<file path="config.mk">
export PLATFORM = sky130hd
export DESIGN_NAME = bidir_io_port
export DESIGN_NICKNAME = d
export VERILOG_FILES = /design/src/rtl/bidir_io_pkg.sv /design/src/rtl/bidir_io_sync.sv /design/src/rtl/bidir_io_cell.sv /design/src/rtl/bidir_io_bus.sv /design/src/rtl/bidir_io_port.sv
export SDC_FILE = /design/constraint.sdc
export NUM_CORES = 1
export LEC_CHECK = 0
export ABC_AREA = 1
export BUFFER_PORTS_ARGS = -buffer_cell sky130_fd_sc_hd__buf_2
export CORE_UTILIZATION = 25
export DETAILED_ROUTE_END_ITERATION = 7
export SETUP_SLACK_MARGIN = 0.1
export SLEW_MARGIN = 5
export SYNTH_ARGS = -nofsm -noshare
export SYNTH_HDL_FRONTEND = slang
export SYNTH_HIERARCHICAL = 1
export SYNTH_SLANG_ARGS = --single-unit
</file>
<file path="constraint.sdc">
create_clock -name clk -period 0.81 [get_ports clk]
set_input_delay 0.081 -clock clk [delete_from_list [all_inputs] [get_ports clk]]
set_output_delay 0.081 -clock clk [all_outputs]
set_load 0.03 [all_outputs]
</file>
<file path="src/rtl/bidir_io_pkg.sv">
package bidir_io_pkg;
    localparam int ADDR_W = 2;
    localparam logic [ADDR_W-1:0] ADDR_VALUE = 2'd0;
    localparam logic [ADDR_W-1:0] ADDR_DIR   = 2'd1;
    localparam logic [ADDR_W-1:0] ADDR_PULL  = 2'd2;

    typedef enum logic {
        BUS_IDLE = 1'b0,
        BUS_RESP = 1'b1
    } bus_state_t;
endpackage

</file>
<file path="src/rtl/bidir_io_sync.sv">
module bidir_io_sync #(
    parameter int WIDTH  = 8,
    parameter int STAGES = 2
) (
    input  logic             clk,
    input  logic             rst_n,
    input  logic [WIDTH-1:0] async_in,
    output logic [WIDTH-1:0] sync_out
);
    logic [WIDTH-1:0] stg [STAGES];

    always_ff @(posedge clk or negedge rst_n) begin
        if (!rst_n) stg[0] <= '0;
        else        stg[0] <= async_in;
    end

    for (genvar s = 1; s < STAGES; s++) begin : g_stage
        always_ff @(posedge clk or negedge rst_n) begin
            if (!rst_n) stg[s] <= '0;
            else        stg[s] <= stg[s-1];
        end
    end

    assign sync_out = stg[STAGES-1];
endmodule

</file>
<file path="src/rtl/bidir_io_cell.sv">
module bidir_io_cell (
    input  logic clk,
    input  logic rst_n,
    input  logic we_value,
    input  logic we_dir,
    input  logic we_pull,
    input  logic wbit,
    input  logic pin_sync,
    input  logic stop_mode,
    output logic rd_value,
    output logic rd_dir,
    output logic rd_pull,
    output logic drv,
    output logic oe,
    output logic pu
);
    logic latch_q, dir_q, pull_q;

    always_ff @(posedge clk or negedge rst_n) begin
        if (!rst_n) begin
            latch_q <= 1'b0;
            dir_q   <= 1'b0;
            pull_q  <= 1'b0;
        end else begin
            if (we_value) latch_q <= wbit;
            if (we_dir)   dir_q   <= wbit;
            if (we_pull)  pull_q  <= wbit;
        end
    end

    always_comb begin
        rd_value = dir_q ? latch_q : pin_sync;
        rd_dir   = dir_q;
        rd_pull  = pull_q;
        drv      = latch_q;
        oe       = dir_q;
        pu       = pull_q & ~dir_q & ~stop_mode;
    end
endmodule

</file>
<file path="src/rtl/bidir_io_bus.sv">
module bidir_io_bus
    import bidir_io_pkg::*;
#(
    parameter int WIDTH = 8
) (
    input  logic             clk,
    input  logic             rst_n,
    input  logic             rd_stb,
    input  logic [WIDTH-1:0] rd_word,
    output logic [WIDTH-1:0] rdata,
    output logic             rvalid
);
    bus_state_t state_q, state_d;

    always_comb begin
        unique case (state_q)
            BUS_IDLE: state_d = rd_stb ? BUS_RESP : BUS_IDLE;
            BUS_RESP: state_d = rd_stb ? BUS_RESP : BUS_IDLE;
            default:  state_d = BUS_IDLE;
        endcase
    end

    always_ff @(posedge clk or negedge rst_n) begin
        if (!rst_n) state_q <= BUS_IDLE;
        else        state_q <= state_d;
    end

    always_ff @(posedge clk or negedge rst_n) begin
        if (!rst_n)      rdata <= '0;
        else if (rd_stb) rdata <= rd_word;
    end

    assign rvalid = (state_q == BUS_RESP);
endmodule

</file>
<file path="src/rtl/bidir_io_port.sv">
module bidir_io_port
    import bidir_io_pkg::*;
#(
    parameter int               WIDTH       = 8,
    parameter int               SYNC_STAGES = 2,
    parameter logic [WIDTH-1:0] IMPL_MASK   = 8'hFF
) (
    input  logic              clk,
    input  logic              rst_n,
    input  logic [ADDR_W-1:0] bus_addr,
    input  logic [WIDTH-1:0]  bus_wdata,
    input  logic              bus_we,
    input  logic              bus_re,
    output logic [WIDTH-1:0]  bus_rdata,
    output logic              bus_rvalid,
    input  logic              stop_mode,
    input  logic [WIDTH-1:0]  pin_in,
    output logic [WIDTH-1:0]  pin_out,
    output logic [WIDTH-1:0]  pin_oe,
    output logic [WIDTH-1:0]  pin_pullup
);
    logic [WIDTH-1:0] pin_sync;
    logic [WIDTH-1:0] rd_value, rd_dir, rd_pull;
    logic [WIDTH-1:0] rd_word;
    logic             we_value, we_dir, we_pull;

    assign we_value = bus_we && (bus_addr == ADDR_VALUE);
    assign we_dir   = bus_we && (bus_addr == ADDR_DIR);
    assign we_pull  = bus_we && (bus_addr == ADDR_PULL);

    bidir_io_sync #(.WIDTH(WIDTH), .STAGES(SYNC_STAGES)) sync_i (
        .clk(clk), .rst_n(rst_n), .async_in(pin_in), .sync_out(pin_sync)
    );

    for (genvar i = 0; i < WIDTH; i++) begin : g_bit
        if (IMPL_MASK[i]) begin : g_impl
            bidir_io_cell cell_i (
                .clk(clk), .rst_n(rst_n),
                .we_value(we_value), .we_dir(we_dir), .we_pull(we_pull),
                .wbit(bus_wdata[i]), .pin_sync(pin_sync[i]), .stop_mode(stop_mode),
                .rd_value(rd_value[i]), .rd_dir(rd_dir[i]), .rd_pull(rd_pull[i]),
                .drv(pin_out[i]), .oe(pin_oe[i]), .pu(pin_pullup[i])
            );
        end else begin : g_absent
            assign rd_value[i]   = 1'b0;
            assign rd_dir[i]     = 1'b0;
            assign rd_pull[i]    = 1'b0;
            assign pin_out[i]    = 1'b0;
            assign pin_oe[i]     = 1'b0;
            assign pin_pullup[i] = 1'b0;
        end
    end

    always_comb begin
        unique case (bus_addr)
            ADDR_VALUE: rd_word = rd_value;
            ADDR_DIR:   rd_word = rd_dir;
            ADDR_PULL:  rd_word = rd_pull;
            default:    rd_word = '0;
        endcase
    end

    bidir_io_bus #(.WIDTH(WIDTH)) bus_i (
        .clk(clk), .rst_n(rst_n), .rd_stb(bus_re), .rd_word(rd_word),
        .rdata(bus_rdata), .rvalid(bus_rvalid)
    );
endmodule

</file>
==> results.sh <==
export IMPL_status="finished, violations left"
export IMPL_violations="setup timing"
export IMPL_power_density_nw_per_um2=2040
export IMPL_synth_lib_cells_used_distinct=10
export IMPL_cp_common_cell="buf_6"
export IMPL_post_synth_instance_area_sq_um=2220
export IMPL_starting_utilization_of_the_core_area_pct=25.6
export IMPL_slowest_stage="dfrtp_2"
export IMPL_clk_insertion_delay_late_ns=0.30
export IMPL_drt_total_wl_um=6270
export IMPL_synth_top_flop_cell="dfrtp_1"
export IMPL_filler_cell_count=855
export IMPL_via_per_inst=4.19
export IMPL_rsz0062_at_grt="true"
export IMPL_fin_area_sq_um=3960
export IMPL_report_final_hold_viol_count=0
export IMPL_top_usage_layer="met2"
export IMPL_grt_antenna_before_repair=0
export IMPL_cellLeakagePower_nw=2.01
export IMPL_clk_transition_reported_paths_ns=0.09
export IMPL_hold_slack_ns=0.00603
export IMPL_cts_tree="yes"
export IMPL_initialDrtViolationCount=136
export IMPL_post_route_drc=0
export IMPL_timing_final_crit_share_pct=147
export IMPL_final_net_count=428
export IMPL_cts_path_max_buffers=2
export IMPL_ports=56
export IMPL_ys_ff_latch=49
export IMPL_max_freq_mhz=837
export IMPL_diodes=0
export IMPL_synth_edf_count=0
export IMPL_die_x_um=96.3
export IMPL_slew_headroom_pct=68.4
export IMPL_hpwlAfterDp_um=4200
export IMPL_max_cap_violations=0
export IMPL_ys_top_cells_by_area="dfrtp_1 55%, nand2_1 23%, nand3_1 5.4%"
export IMPL_synth_cells=276
export IMPL_vias_in_the_first_global_route=2114
export IMPL_worst_setup_path_end_kind="output pin"
export IMPL_synth_yosys_warnings=6
export IMPL_cts_buffers_inserted=5
export IMPL_final_layout_size_suffix_gt1_share_pct=58.1
export IMPL_gp_routability_congestion=0.734
export IMPL_fp_row_count=34
export IMPL_worstPathArrival_ns=1.11
export IMPL_yosys_area_top_type="dfrtp_1"
export IMPL_cp_max_fo=4
export IMPL_grt_ovfl_total=0
export IMPL_postSynthAreaPerCell_sq_um=8.05
export IMPL_route_antenna_remaining_nets=0
export IMPL_setup_tns_final_ns=-10.46
export IMPL_routedWlPerCell_um=12.2
export IMPL_areaGrowthSynthToFinish_pct=78.2
export IMPL_vias=2156
export IMPL_worstMarginPinSlew_ns=0.475
export IMPL_share_of_synthesized_registers_carrying_an_async_set_or_reset_pct=100
export IMPL_worstPathRequired_ns=0.73
export IMPL_final_min_clock_period_ns=1.19
export IMPL_die_height_um=96.3
export IMPL_coreArea_sq_um=8680
export IMPL_placed_cell_area_sq_um=2900
export IMPL_met3_usage_pct=3.16
export IMPL_hp_class="in2reg"
export IMPL_largest_net_degree_at_the_start_of_global_routing=31
export IMPL_fraction_of_post_synthesis_cell_area_in_the_top_cell_type_by_area_pct=55.2
export IMPL_critPathBufInv=3
export IMPL_mappedNetlistNets=299
export IMPL_crit_path_cell_trace="buf_4 -> buf_6 -> buf_6"
export IMPL_clock_tree_root_cell="clkbuf_8"
export IMPL_worst_slack_ns=-0.385
export IMPL_grt_use_met2_pct=24.3
export IMPL_synthTopCellsByCount="136 x nand2_1, 49 x dfrtp_1, 25 x inv_1"
export IMPL_grt_first_pass_wirelength_um=10100
export IMPL_worst_ir_drop_vdd_mv=1.25
export IMPL_combined_area_of_the_multi_input_logic_cells_sq_um=986
export IMPL_fin_skew_ns=0.00791
export IMPL_design_die_area_sq_um=9270
export IMPL_final_seq_area_sq_um=1250
export IMPL_firstDrtPassIters=4
export IMPL_synth_seq_area_share_pct=55.2
export IMPL_worstSetupStartpointType="register"
export IMPL_path_delay_family="flip-flops"
export IMPL_htreeDepth=2
export IMPL_finalSetupViolCount=50
export IMPL_use_met1_pct=18.8
export IMPL_post_synth_top_count_cell="nand2_1"
export IMPL_number_of_port_buffers=55
export IMPL_crit_type="reg2out"
export IMPL_clock_sinks=49
export IMPL_maxSlewViolCount=0
export IMPL_slowest_delay_ns=0.44
export IMPL_groute_usage_overall_pct=14.5
[power by group]
part           switching [mW]  internal (mW)  total, mW
clock network           0.827           1.23       2.05
logic                    1.46           1.56       3.02
registers               0.262           2.76       3.02
total                    2.55           5.55       8.10
[sequential cells by signal, indices dropped and copies added, names as in the netlist]
name and cells:
g_bit.g_impl.cell_i/drv 8, bus_i/rdata 8, g_bit.g_impl.cell_i/rd_pull 8, bus_i/rvalid 1, g_bit.g_impl.cell_i/oe 8, sync_i/stg 8, sync_i/sync_out 8
[tightest hold or removal path, stage by stage]
cell and delay, ns:
buf_2 0.10, nand2_1 0.05, nand2_1 0.05
[what timing repair did]
item | 4_1_cts | 5_1_grt
hold buffers | 11 | 0
hold endpoints to repair | 59 | 0
pin swaps | 37 | 37
buffers inserted | 25 | 21
gates resized for setup | 116 | 52
setup endpoints to repair | 54 | 63
[area by class of cell]
cell class	instances	share of cell area, %
inverters	36	3.41
flip-flops and latches	49	31.5
clock inverters	3	1.64
repair buffers	141	33.4
multi-input cells	172	24.9
clock buffers	5	1.74
well taps	108	3.41
[cell usage in the layout, fill, tap and decap left out, types with 3 or more instances in the layout]
cell type / synthesis / layout
nand2_1: 136 / 90
buf_6: 3 / 70
nand2_2: 0 / 40
buf_4: 16 / 38
dfrtp_1: 49 / 33
inv_1: 25 / 25
buf_2: 0 / 20
dfrtp_2: 0 / 16
nand3_2: 0 / 13
inv_2: 11 / 11
nand3_1: 24 / 11
dlygate4sd3_1: 0 / 11
nor2_4: 0 / 8
nand2_4: 0 / 6
clkbuf_8: 0 / 5
nor3_4: 0 / 3
[layer usage]
layer / part of all wire [%] / routed length [um]
met4: 1.2 / 77
met1: 45 / 2800
met3: 4.2 / 264
met5: 0 / 0
met2: 50 / 3130
[through the flow]
| stage | setup WS (ns) | cells | util [%] | total power [mW] |
|---|---|---|---|---|
| global placement | -0.205 | 455 | 33.4 | 4.81 |
| detailed placement | -0.199 | 455 | 33.4 | 4.84 |
| floorplan | -0.135 | 276 | - | 4.22 |
| global route | -0.425 | 514 | 45.6 | 8.52 |
| CTS | -0.399 | 499 | 42.6 | 7.80 |
| finish | -0.385 | 514 | 45.6 | 8.10 |
[final timing paths]
check	from	endpoint	slack [ns]	depth (start not counted)
worst max register to register	g_bit[5].g_impl.cell_i/oe$_DFFE_PN0P_	bus_i/rdata[5]$_DFFE_PN0P_	-0.30	8
worst min-delay path	bus_wdata[5]	g_bit[5].g_impl.cell_i/rd_pull$_DFFE_PN0P_	0.006	3
min in group asynchronous	rst_n	sync_i/stg[15]$_DFF_PN0_	0.16	2
worst max-delay path	g_bit[7].g_impl.cell_i/oe$_DFFE_PN0P_	pin_oe[7]	-0.38	3
worst min register to register	sync_i/stg[13]$_DFF_PN0_	sync_i/sync_out[5]$_DFF_PN0_	0.35	0
max in group asynchronous	rst_n	g_bit[4].g_impl.cell_i/oe$_DFFE_PN0P_	0.20	3
[kinds of logic after synthesis]
group	synth area share, %
simple gates	31.8
buf+inv	13.0
flops	55.2
Note: power is estimated with default switching activity, not from simulation.
